`config.mk`:
```
export PLATFORM = sky130hd
export DESIGN_NAME = dma_chan_engine
export DESIGN_NICKNAME = d
export VERILOG_FILES = /design/src/rtl/dce_pkg.sv /design/src/rtl/dce_addr_step.sv /design/src/rtl/dce_count.sv /design/src/rtl/dce_flags.sv /design/src/rtl/dma_chan_engine.sv
export SDC_FILE = /design/constraint.sdc
export NUM_CORES = 1
export LEC_CHECK = 0
export BUFFER_PORTS_ARGS = -buffer_cell sky130_fd_sc_hd__buf_2
export CORE_MARGIN = 5
export CORE_UTILIZATION = 30
export CTS_BUF_LIST = sky130_fd_sc_hd__clkbuf_8
export CTS_CLUSTER_DIAMETER = 60
export DETAILED_ROUTE_END_ITERATION = 8
export HOLD_SLACK_MARGIN = 0.15
export SYNTH_ARGS = -nofsm -noshare
export SYNTH_HDL_FRONTEND = slang
export SYNTH_SLANG_ARGS = --single-unit
export TNS_END_PERCENT = 30
```
`constraint.sdc`:
```
create_clock -name clk -period 4.8 [get_ports clk]
set_clock_uncertainty 0.1 [all_clocks]
set_input_delay 0.72 -clock clk [delete_from_list [all_inputs] [get_ports clk]]
set_output_delay 0.72 -clock clk [all_outputs]
set_load 0.01 [all_outputs]
```
`src/rtl/dce_pkg.sv`:
```
package dce_pkg;
  typedef enum logic [2:0] {
    REG_CTRL    = 3'd0,
    REG_STAT    = 3'd1,
    REG_SRC     = 3'd2,
    REG_DST     = 3'd3,
    REG_CNT     = 3'd4,
    REG_SRC_RLD = 3'd5,
    REG_DST_RLD = 3'd6,
    REG_CNT_RLD = 3'd7
  } reg_sel_e;

  // bytes moved per beat for a width code; code 3 behaves as word
  function automatic logic [2:0] step_bytes(input logic [1:0] code);
    case (code)
      2'd0:    step_bytes = 3'd1;
      2'd1:    step_bytes = 3'd2;
      default: step_bytes = 3'd4;
    endcase
  endfunction

  function automatic logic [1:0] norm_code(input logic [1:0] code);
    norm_code = (code == 2'd3) ? 2'd2 : code;
  endfunction
endpackage

```
`src/rtl/dce_addr_step.sv`:
```
module dce_addr_step #(
  parameter int AW = 32,
  parameter int RW = 31
) (
  input  logic          clk,
  input  logic          rst_n,
  input  logic          load,
  input  logic [AW-1:0] load_val,
  input  logic          reload,
  input  logic [RW-1:0] rld_val,
  input  logic          step_en,
  input  logic [2:0]    step,
  output logic [AW-1:0] addr
);
  localparam int PADW = (AW > RW) ? (AW - RW) : 1;
  logic [AW-1:0] rld_ext;

  generate
    if (AW > RW) begin : g_pad
      assign rld_ext = {{PADW{1'b0}}, rld_val};
    end else begin : g_cut
      assign rld_ext = rld_val[AW-1:0];
    end
  endgenerate

  always_ff @(posedge clk or negedge rst_n) begin
    if (!rst_n)       addr <= '0;
    else if (load)    addr <= load_val;
    else if (reload)  addr <= rld_ext;
    else if (step_en) addr <= addr + AW'(step);
  end

  // with no write, reload or step the address must not move
  a_r2_addr_hold: assert property (@(posedge clk) disable iff (!rst_n)
    (!load && !reload && !step_en) |=> $stable(addr));
  a_r6_reload_value: assert property (@(posedge clk) disable iff (!rst_n)
    (!load && reload) |=> (addr == AW'($past(rld_val))));
endmodule

```
`src/rtl/dce_count.sv`:
```
module dce_count #(
  parameter int CW = 24
) (
  input  logic          clk,
  input  logic          rst_n,
  input  logic          load,
  input  logic [CW-1:0] load_val,
  input  logic          run,
  input  logic          rd_ready,
  input  logic [2:0]    step,
  input  logic          rld_en,
  input  logic [CW-1:0] rld_val,
  output logic [CW-1:0] cnt,
  output logic          rd_valid,
  output logic          fire,
  output logic          ctz_evt,
  output logic          reload_evt
);
  logic [CW-1:0] step_w, cnt_nxt;

  assign step_w     = CW'(step);
  assign rd_valid   = run && (cnt >= step_w);
  assign fire       = rd_valid && rd_ready;
  assign cnt_nxt    = cnt - step_w;
  assign ctz_evt    = fire && (cnt_nxt == '0);
  assign reload_evt = ctz_evt && rld_en;

  always_ff @(posedge clk or negedge rst_n) begin
    if (!rst_n)          cnt <= '0;
    else if (load)       cnt <= load_val;
    else if (reload_evt) cnt <= rld_val;
    else if (fire)       cnt <= cnt_nxt;
  end

  a_r1_count_step: assert property (@(posedge clk) disable iff (!rst_n)
    (fire && !load && !reload_evt) |=> (cnt == $past(cnt) - $past(step_w)));
  a_r4_no_underflow: assert property (@(posedge clk) disable iff (!rst_n)
    (!load && !reload_evt) |=> (cnt <= $past(cnt)));
endmodule

```
`src/rtl/dce_flags.sv`:
```
module dce_flags (
  input  logic       clk,
  input  logic       rst_n,
  input  logic       ctrl_wr,
  input  logic       ctrl_en,
  input  logic       stat_wr,
  input  logic [1:0] stat_clr,
  input  logic       ctz_evt,
  input  logic       rld_en,
  input  logic       fifo_empty,
  input  logic       ctz_ie,
  input  logic       done_ie,
  output logic       run,
  output logic       ctz_flag,
  output logic       done_flag,
  output logic       irq
);
  logic pend, done_set, stop_evt;

  assign stop_evt = ctz_evt && !rld_en;
  assign done_set = pend && fifo_empty;

  always_ff @(posedge clk or negedge rst_n) begin
    if (!rst_n) begin
      run       <= 1'b0;
      pend      <= 1'b0;
      ctz_flag  <= 1'b0;
      done_flag <= 1'b0;
    end else begin
      if (ctrl_wr)       run <= ctrl_en;
      else if (stop_evt) run <= 1'b0;
      if (stop_evt)      pend <= 1'b1;
      else if (done_set) pend <= 1'b0;
      ctz_flag  <= (ctz_flag  && !(stat_wr && stat_clr[0])) || ctz_evt;
      done_flag <= (done_flag && !(stat_wr && stat_clr[1])) || done_set;
    end
  end

  assign irq = (ctz_flag && ctz_ie) || (done_flag && done_ie);

  a_r5_ctz_sets: assert property (@(posedge clk) disable iff (!rst_n)
    ctz_evt |=> ctz_flag);
  a_r7_stop_at_zero: assert property (@(posedge clk) disable iff (!rst_n)
    (stop_evt && !ctrl_wr) |=> !run);
  a_r7_done_after_drain: assert property (@(posedge clk) disable iff (!rst_n)
    (pend && fifo_empty) |=> done_flag);
  a_r8_clear_holds: assert property (@(posedge clk) disable iff (!rst_n)
    (stat_wr && stat_clr[1] && !done_set) |=> !done_flag);
endmodule

```
`src/rtl/dma_chan_engine.sv`:
```
module dma_chan_engine
  import dce_pkg::*;
#(
  parameter int ADDR_W = 32,
  parameter int RLD_W  = 31,
  parameter int CNT_W  = 24,
  parameter int DATA_W = 32
) (
  input  logic              clk,
  input  logic              rst_n,
  input  logic              reg_wr,
  input  logic [2:0]        reg_waddr,
  input  logic [DATA_W-1:0] reg_wdata,
  input  logic [2:0]        reg_raddr,
  output logic [DATA_W-1:0] reg_rdata,
  output logic              rd_valid,
  input  logic              rd_ready,
  input  logic              wr_beat,
  input  logic              fifo_empty,
  output logic [ADDR_W-1:0] src_addr,
  output logic [ADDR_W-1:0] dst_addr,
  output logic [1:0]        src_size,
  output logic [1:0]        dst_size,
  output logic              running,
  output logic              irq
);
  logic             src_inc, dst_inc, done_ie, ctz_ie, rld_en;
  logic [1:0]       src_w, dst_w;
  logic [RLD_W-1:0] src_rld, dst_rld;
  logic [CNT_W-1:0] cnt_rld, cnt;
  logic [2:0]       sstep, dstep;
  logic             fire, ctz_evt, reload_evt, run, ctz_flag, done_flag;
  logic             wr_ctrl, wr_stat, wr_src, wr_dst, wr_cnt;

  assign wr_ctrl = reg_wr && (reg_waddr == REG_CTRL);
  assign wr_stat = reg_wr && (reg_waddr == REG_STAT);
  assign wr_src  = reg_wr && (reg_waddr == REG_SRC);
  assign wr_dst  = reg_wr && (reg_waddr == REG_DST);
  assign wr_cnt  = reg_wr && (reg_waddr == REG_CNT);

  always_ff @(posedge clk or negedge rst_n) begin
    if (!rst_n) begin
      src_inc <= 1'b0; dst_inc <= 1'b0; src_w <= 2'd0; dst_w <= 2'd0;
      done_ie <= 1'b0; ctz_ie <= 1'b0;
      src_rld <= '0; dst_rld <= '0; cnt_rld <= '0; rld_en <= 1'b0;
    end else if (reg_wr) begin
      case (reg_waddr)
        REG_CTRL: begin
          src_inc <= reg_wdata[1];
          dst_inc <= reg_wdata[2];
          src_w   <= reg_wdata[5:4];
          dst_w   <= reg_wdata[7:6];
          done_ie <= reg_wdata[30];
          ctz_ie  <= reg_wdata[31];
        end
        REG_SRC_RLD: src_rld <= reg_wdata[RLD_W-1:0];
        REG_DST_RLD: dst_rld <= reg_wdata[RLD_W-1:0];
        REG_CNT_RLD: begin
          cnt_rld <= reg_wdata[CNT_W-1:0];
          rld_en  <= reg_wdata[31];
        end
        default: ;
      endcase
    end
  end

  assign sstep = step_bytes(src_w);
  assign dstep = step_bytes(dst_w);

  dce_count #(.CW(CNT_W)) u_count (
    .clk(clk), .rst_n(rst_n), .load(wr_cnt), .load_val(reg_wdata[CNT_W-1:0]),
    .run(run), .rd_ready(rd_ready), .step(sstep), .rld_en(rld_en),
    .rld_val(cnt_rld), .cnt(cnt), .rd_valid(rd_valid), .fire(fire),
    .ctz_evt(ctz_evt), .reload_evt(reload_evt)
  );

  dce_addr_step #(.AW(ADDR_W), .RW(RLD_W)) u_src (
    .clk(clk), .rst_n(rst_n), .load(wr_src), .load_val(reg_wdata[ADDR_W-1:0]),
    .reload(reload_evt), .rld_val(src_rld), .step_en(fire && src_inc),
    .step(sstep), .addr(src_addr)
  );

  dce_addr_step #(.AW(ADDR_W), .RW(RLD_W)) u_dst (
    .clk(clk), .rst_n(rst_n), .load(wr_dst), .load_val(reg_wdata[ADDR_W-1:0]),
    .reload(reload_evt), .rld_val(dst_rld), .step_en(wr_beat && dst_inc),
    .step(dstep), .addr(dst_addr)
  );

  dce_flags u_flags (
    .clk(clk), .rst_n(rst_n), .ctrl_wr(wr_ctrl), .ctrl_en(reg_wdata[0]),
    .stat_wr(wr_stat), .stat_clr(reg_wdata[2:1]), .ctz_evt(ctz_evt),
    .rld_en(rld_en), .fifo_empty(fifo_empty), .ctz_ie(ctz_ie),
    .done_ie(done_ie), .run(run), .ctz_flag(ctz_flag),
    .done_flag(done_flag), .irq(irq)
  );

  always_comb begin
    reg_rdata = '0;
    case (reg_raddr)
      REG_CTRL: begin
        reg_rdata[0]   = run;
        reg_rdata[1]   = src_inc;
        reg_rdata[2]   = dst_inc;
        reg_rdata[5:4] = src_w;
        reg_rdata[7:6] = dst_w;
        reg_rdata[30]  = done_ie;
        reg_rdata[31]  = ctz_ie;
      end
      REG_STAT:    reg_rdata[2:0] = {done_flag, ctz_flag, run};
      REG_SRC:     reg_rdata = DATA_W'(src_addr);
      REG_DST:     reg_rdata = DATA_W'(dst_addr);
      REG_CNT:     reg_rdata = DATA_W'(cnt);
      REG_SRC_RLD: reg_rdata = DATA_W'(src_rld);
      REG_DST_RLD: reg_rdata = DATA_W'(dst_rld);
      default: begin
        reg_rdata[CNT_W-1:0] = cnt_rld;
        reg_rdata[31]        = rld_en;
      end
    endcase
  end

  assign src_size = norm_code(src_w);
  assign dst_size = norm_code(dst_w);
  assign running  = run;

  a_r9_irq_source: assert property (@(posedge clk) disable iff (!rst_n)
    irq |-> (ctz_flag || done_flag));
  a_r4_valid_needs_run: assert property (@(posedge clk) disable iff (!rst_n)
    rd_valid |-> running);
endmodule

```
== After elaboration in Yosys (flattened, before gate mapping) ==
Cells that the tools add are included.
Word-level totals
  word-level logic and storage cells: 103
  output and inout port bits: 103
  bits in registers: 187
  input port bits: 44
Cells by class
  eq/ne operators: 17
  add/subtract/negate cells: 3
  mux-type cells: 24
  magnitude comparators: 1
  reduce and logical (&&, ||, !) cells: 41
Operators with widths (number)
  two-way mux 32 bit: 6
  one-hot mux 16 bit (6 select lines): 1
  two-way mux 24 bit: 3
  adder 32 x 3 -> 32 bit: 2
  one-hot mux 4 bit (7 select lines): 1
  greater-or-equal comparator 24 x 3 -> 1 bit: 1
  zero test 24 bit: 1
  one-hot mux 6 bit (4 select lines): 1
  subtractor 24 x 3 -> 24 bit: 1
  == test 3 bit (second input constant): 7
  one-hot mux 3 bit (7 select lines): 1
  logical AND 1 bit: 19
  == test 3 x 2 -> 1 bit (second input constant): 4
  one-hot mux 3 bit (2 select lines): 2
  nonzero test 3 bit: 3
  AND reduction 2 bit: 4
  == test 3 x 1 -> 1 bit (second input constant): 2
  zero test 3 bit: 2
  one-hot mux 1 bit (6 select lines): 1
  one-hot mux 1 bit (5 select lines): 1
  == test 2 x 1 -> 1 bit (second input constant): 2
  == test 2 bit (second input constant): 2
  zero test 2 bit: 2
  two-way mux 1 bit: 4
  7 further kinds: 13

== Logic depth before layout (Yosys ltp) ==
  word-level depth: 9
  gate-level depth with buffers: 16
  mapped depth without buffers: 12

== By module ==
A second synthesis with hierarchy kept.
Second synthesis, totals
  cells, all modules: 1320
  area total of the unflattened synthesis: 12431.9 um^2
By module, submodules not included
  dma_chan_engine: area an instance 5188.7 um^2, instances 1, seq. area each 2377.3 um^2, cells an instance 435
  dce_addr_step (u_dst): area an instance 2560.0 um^2, instances 1, seq. area each 800.8 um^2, cells an instance 306
  dce_addr_step (u_src): area an instance 2417.3 um^2, instances 1, seq. area each 800.8 um^2, cells an instance 299
  dce_count: area an instance 2089.5 um^2, instances 1, seq. area each 600.6 um^2, cells an instance 265
  dce_flags: area an instance 176.4 um^2, instances 1, seq. area each 100.1 um^2, cells an instance 15

== Least setup slack after synthesis ==
No wires, ideal clock.
  path type: register to register
  start point: reg src_w[1]
  end point: reg u_src.addr[1]
  path slack: 1065 ps
  data required time: 4575 ps
  arrival: 3510 ps
  setup time: 125 ps
  stages on the path, launching flop included: 15
  period minus slack after synthesis: 3735 ps
  path buffers: 2
  cell sequence: dfrtp_1 -> inv_1 -> nand2_1 -> inv_1 -> fa_1 -> nand2b_1 -> and2_1 -> xnor2_1 -> nand4bb_1 -> or4_1 -> buf_2 -> or3_1 -> buf_6 -> mux2_4 -> mux2_2
On the way
  word-level cells in the longest chain between the ends: 9
  elaborated cells between the ends (all ways): 16
  classes of those cells: 2 x add/sub; 1 x order compare; 1 x eq/ne; 4 x mux; 8 x reduce/logical
Ends and longest elaborated chain
  from (decl): RTL line dma_chan_engine.sv:28  | logic [1:0] src_w, dst_w;
  from (signal assigned): RTL line dma_chan_engine.sv:51  | src_w <= reg_wdata[5:4];
  == test 2 x 1 -> 1 bit or zero test 2 bit (tied branches): RTL line dce_pkg.sv:15  | case (code)
  one-hot mux 3 bit (2 select lines) (*): RTL line dce_pkg.sv:15
  branches (longest 7 deep; another with subtractor 24 x 3 -> 24 bit)
  to (signal assigned): RTL line dce_addr_step.sv:28  | else if (load) addr <= load_val;
  to (signal assigned): RTL line dce_addr_step.sv:29  | else if (reload) addr <= rld_ext;
  to (signal assigned): RTL line dce_addr_step.sv:30  | else if (step_en) addr <= addr + AW'(step);
  to (decl): RTL line dce_addr_step.sv:13  | output logic [AW-1:0] addr
Every way passes the cells marked *. The select of a mux whose other input is x is not followed.
A chain may end at the register's enable or synchronous reset.

== Final worst setup path ==
  start point: reg src_w[1]
  end point: reg u_dst.addr[1]
On the way
  word-level cells in the longest chain between the ends: 9
  elaborated cells between the ends (all ways): 13
  classes of those cells: 1 x add/sub; 1 x order compare; 1 x eq/ne; 3 x mux; 7 x reduce/logical
Ends and longest elaborated chain
  == test 2 x 1 -> 1 bit or zero test 2 bit (tied branches): RTL line dce_pkg.sv:15
  one-hot mux 3 bit (2 select lines) (*): RTL line dce_pkg.sv:15
  branches (longest 3 deep; another with subtractor 24 x 3 -> 24 bit)
  logical AND 1 bit (*): RTL line dce_count.sv:25  | assign ctz_evt = fire && (cnt_nxt == '0);
  logical AND 1 bit (*): RTL line dce_count.sv:26  | assign reload_evt = ctz_evt && rld_en;
  two-way mux 32 bit: RTL line dce_addr_step.sv:29
  two-way mux 32 bit: RTL line dce_addr_step.sv:28
  to (signal assigned): RTL line dce_addr_step.sv:28
  to (signal assigned): RTL line dce_addr_step.sv:29
  to (signal assigned): RTL line dce_addr_step.sv:30
  to (decl): RTL line dce_addr_step.sv:13
Every way passes the cells marked *.

==> flow_metrics.tcl <==
set metrics [dict create \
    ir_worst_vdd_v 0.000185 \
    arrival_ns 4.48 \
    netlist-cell-type-count 63 \
    startpoint_type "flop" \
    grt_use_total_pct 20.3 \
    grt_use_met3_pct 4.00 \
    number_of_buffers_created_by_cts 17 \
    worst_skew_pair.late_latency_ns 0.49 \
    setup_viol_count_final 0 \
    crit_path_max_fanout 50 \
    achievable_clock_frequency_mhz 234 \
    post-synth-top-area-cell "sky130_fd_sc_hd__dfrtp_1" \
    endpoint_required_time_on_the_critical_path_ns 5.01 \
    worst_pin_slew_ns 1.04 \
    post-route-cell-area_mm2 0.0133 \
    number_of_global_route_vias_before_repair 10100 \
    busiest_layer_in_global_routing "met2" \
    area_growth_syn_to_layout_pct 14.4 \
    grt_overflow_total 0 \
    starting_density_of_the_core_pct 30.2 \
    power.leakage_nw 5.91 \
    drt_first_pass_iters 6 \
    grt_use_met2_pct 31.8 \
    place_inst 1856 \
    run_status "completed" \
    rsz_0062_raised_after_global_routing "no" \
    postPlaceCellArea_mm2 0.0129 \
    yosysWarnings 0 \
    power.density_cell_area_mw_per_mm2 422 \
    synth_top_area_share_pct 40.3 \
    synth_cells 1244 \
    cts_num_sinks 187 \
    cts.path.max_buffers 2 \
    ant_nets 0 \
    final_total_negative_setup_slack_ns 0 \
    min_period_over_period_pct 89.1 \
    drv_slew 0 \
    commonest_non_fill_non_tap_cell_in_the_layout "sky130_fd_sc_hd__dfrtp_1" \
    largest_net_degree_at_the_start_of_global_routing 88 \
    postSynth.topFlopCell "sky130_fd_sc_hd__dfrtp_1" \
    first_iter_violations 1082 \
    synthesis.nets 1300 \
    htree_num_levels 4 \
    finalWeightedCongestion 0.917 \
    synth_top_cells_by_area "sky130_fd_sc_hd__dfrtp_1 (40%), sky130_fd_sc_hd__mux2_2 (11%), sky130_fd_sc_hd__mux2i_1 (5.9%)" \
    ff_latch_count_synth 187 \
    maxCapViolCount 0 \
    cts.reportedPaths.clkPinSlew_ns 0.10 \
    period_needed_ns 4.28 \
    clockRootBuffer "sky130_fd_sc_hd__clkbuf_8" \
    die_height_um 207 \
    layout.cells.most_common_list "sky130_fd_sc_hd__dfrtp_1 (187), sky130_fd_sc_hd__nand2_1 (146), sky130_fd_sc_hd__buf_2 (145)" \
    global_route_met1_utilization_pct 28.6 \
    post_cts_repair_setup_buffers 0 \
    synth_enable_flop_cells 0 \
    number_of_antenna_violations_at_the_first_check_in_global_routing 2 \
    finish.cell_count_without_fillers 1888 \
    cts_hold_buffers 0 \
    timing.critical_path.to_type "flop" \
    post-route-drc-count 0 \
    drt_wirelength_um 44200 \
    wire_length_of_the_first_global_routing_pass_um 65600 \
    avgSynthCellArea_um2 9.34 \
    critical_path_class "reg -> reg" \
    std_cell_rows 72 \
    coreArea_mm2 0.0385 \
    min_path_type "in -> async" \
    io_buffers 146 \
    relSlewSlack_pct 30.2 \
    design.final.nets 1413 \
    cts_resized 0 \
    routed-via-count 10600 \
    cts_tree "done" \
    timing_hold_violations_final 0 \
    hpwlAfterDp_um 32400 \
    post_drt_via_cell_ratio 5.62 \
    ios 147 \
    ys_async_sr_fraction_pct 100 \
    synthesis.area_mm2 0.0116 \
    die-width_um 207 \
    finalHoldWorstSlack_ns 0.199 \
    dieArea_mm2 0.0428 \
    synth_seq_area_share_pct 40.3 \
    detail_route.wl_per_cell_um 23.4 \
    final_layout_size_suffix_gt1_share_pct 24.8 \
]
==> synth_stat cells, drive strengths merged (22+ instances only) <==
cell type,n
dfrtp,187
nand2,146
mux2,113
o21ai,99
nor2,92
mux2i,69
clkbuf,61
a21oi,54
nand3,38
xor2,38
xnor2,34
nor3,31
a22o,26
inv,26
nand4,26
buf,22
==> flip-flops by register name, indices dropped and copies added (netlist names), 2 cells and up <==
signal	count
u_count.cnt	24
u_src.addr	32
src_rld	31
src_w	2
u_dst.addr	32
cnt_rld	24
dst_w	2
dst_rld	31
==> stage by stage <==
step | power, mW | worst slack [ns] | utilization, %
detailed placement | 4.58 | 0.562 | 33.6
global route | 5.91 | 0.333 | 34.6
finish | 5.60 | 0.525 | 34.6
CTS | 5.60 | 0.559 | 34.6
floorplan | 3.66 | 1.07 | -
global placement | 4.53 | 0.667 | 33.6
==> path summary, 6_finish.rpt <==
kind	startpoint	endpoint	slack [ns]	cells after the start
worst max-delay path	src_w[1]$_DFFE_PN0P_	u_dst.addr[1]$_DFFE_PN0P_	0.52	14
worst min-delay path	rst_n	u_dst.addr[31]$_DFFE_PN0P_	0.20	1
worst max register to register	src_w[1]$_DFFE_PN0P_	u_dst.addr[1]$_DFFE_PN0P_	0.52	14
worst min register to register	u_flags.pend$_DFFE_PN0P_	u_flags.done_flag$_DFF_PN0_	0.42	1
max in group asynchronous	rst_n	cnt_rld[17]$_DFFE_PN0P_	3.40	2
min in group clk	fifo_empty	u_flags.pend$_DFFE_PN0P_	0.34	2
==> layer usage <==
layer  routed length (µm)  share of wire [%]
met5                   13              0.029
met4                 1270                2.9
met3                 3610                8.2
met2                20100                 45
met1                19200                 43
==> kinds of logic after synthesis <==
group | share of synthesized area, %
XOR/XNOR | 5.43
AND/OR/NAND/NOR | 16.8
AO/OA/AOI/OAI | 15.3
adder cells (fa/ha/maj) | 1.49
buffers and inverters | 3.69
flip-flops | 40.3
multiplexers | 16.9
==> critical path, stage by stage, from the launching register on <==
cell	delay [ns]
sky130_fd_sc_hd__dfrtp_1	0.43
sky130_fd_sc_hd__inv_1	0.09
sky130_fd_sc_hd__nand2_1	0.13
sky130_fd_sc_hd__inv_1	0.11
sky130_fd_sc_hd__fa_1	0.45
sky130_fd_sc_hd__nand2b_1	0.26
sky130_fd_sc_hd__and2_1	0.23
sky130_fd_sc_hd__xnor2_1	0.20
sky130_fd_sc_hd__nand4bb_1	0.16
sky130_fd_sc_hd__or4_1	0.54
sky130_fd_sc_hd__buf_4	0.18
sky130_fd_sc_hd__or3_2	0.60
sky130_fd_sc_hd__buf_12	0.28
sky130_fd_sc_hd__mux2i_1	0.19
sky130_fd_sc_hd__o221ai_1	0.14
==> power by group <==
part           switching [mW]  internal [mW]
combinational            1.09          0.884
sequential              0.638           1.97
clock                   0.650          0.377
total                    2.38           3.23
==> cell type report <==
cell class / count / area (µm²)
multi-input cells: 948 / 6520
flip-flops and latches: 187 / 4680
repair buffers: 177 / 985
inverters: 26 / 97.6
clock inverters: 14 / 124
fillers: 3984 / 25200
diodes: 1 / 2.50
well taps: 518 / 648
clock buffers: 17 / 234
No activity file was read; power rests on OpenSTA's default activity.
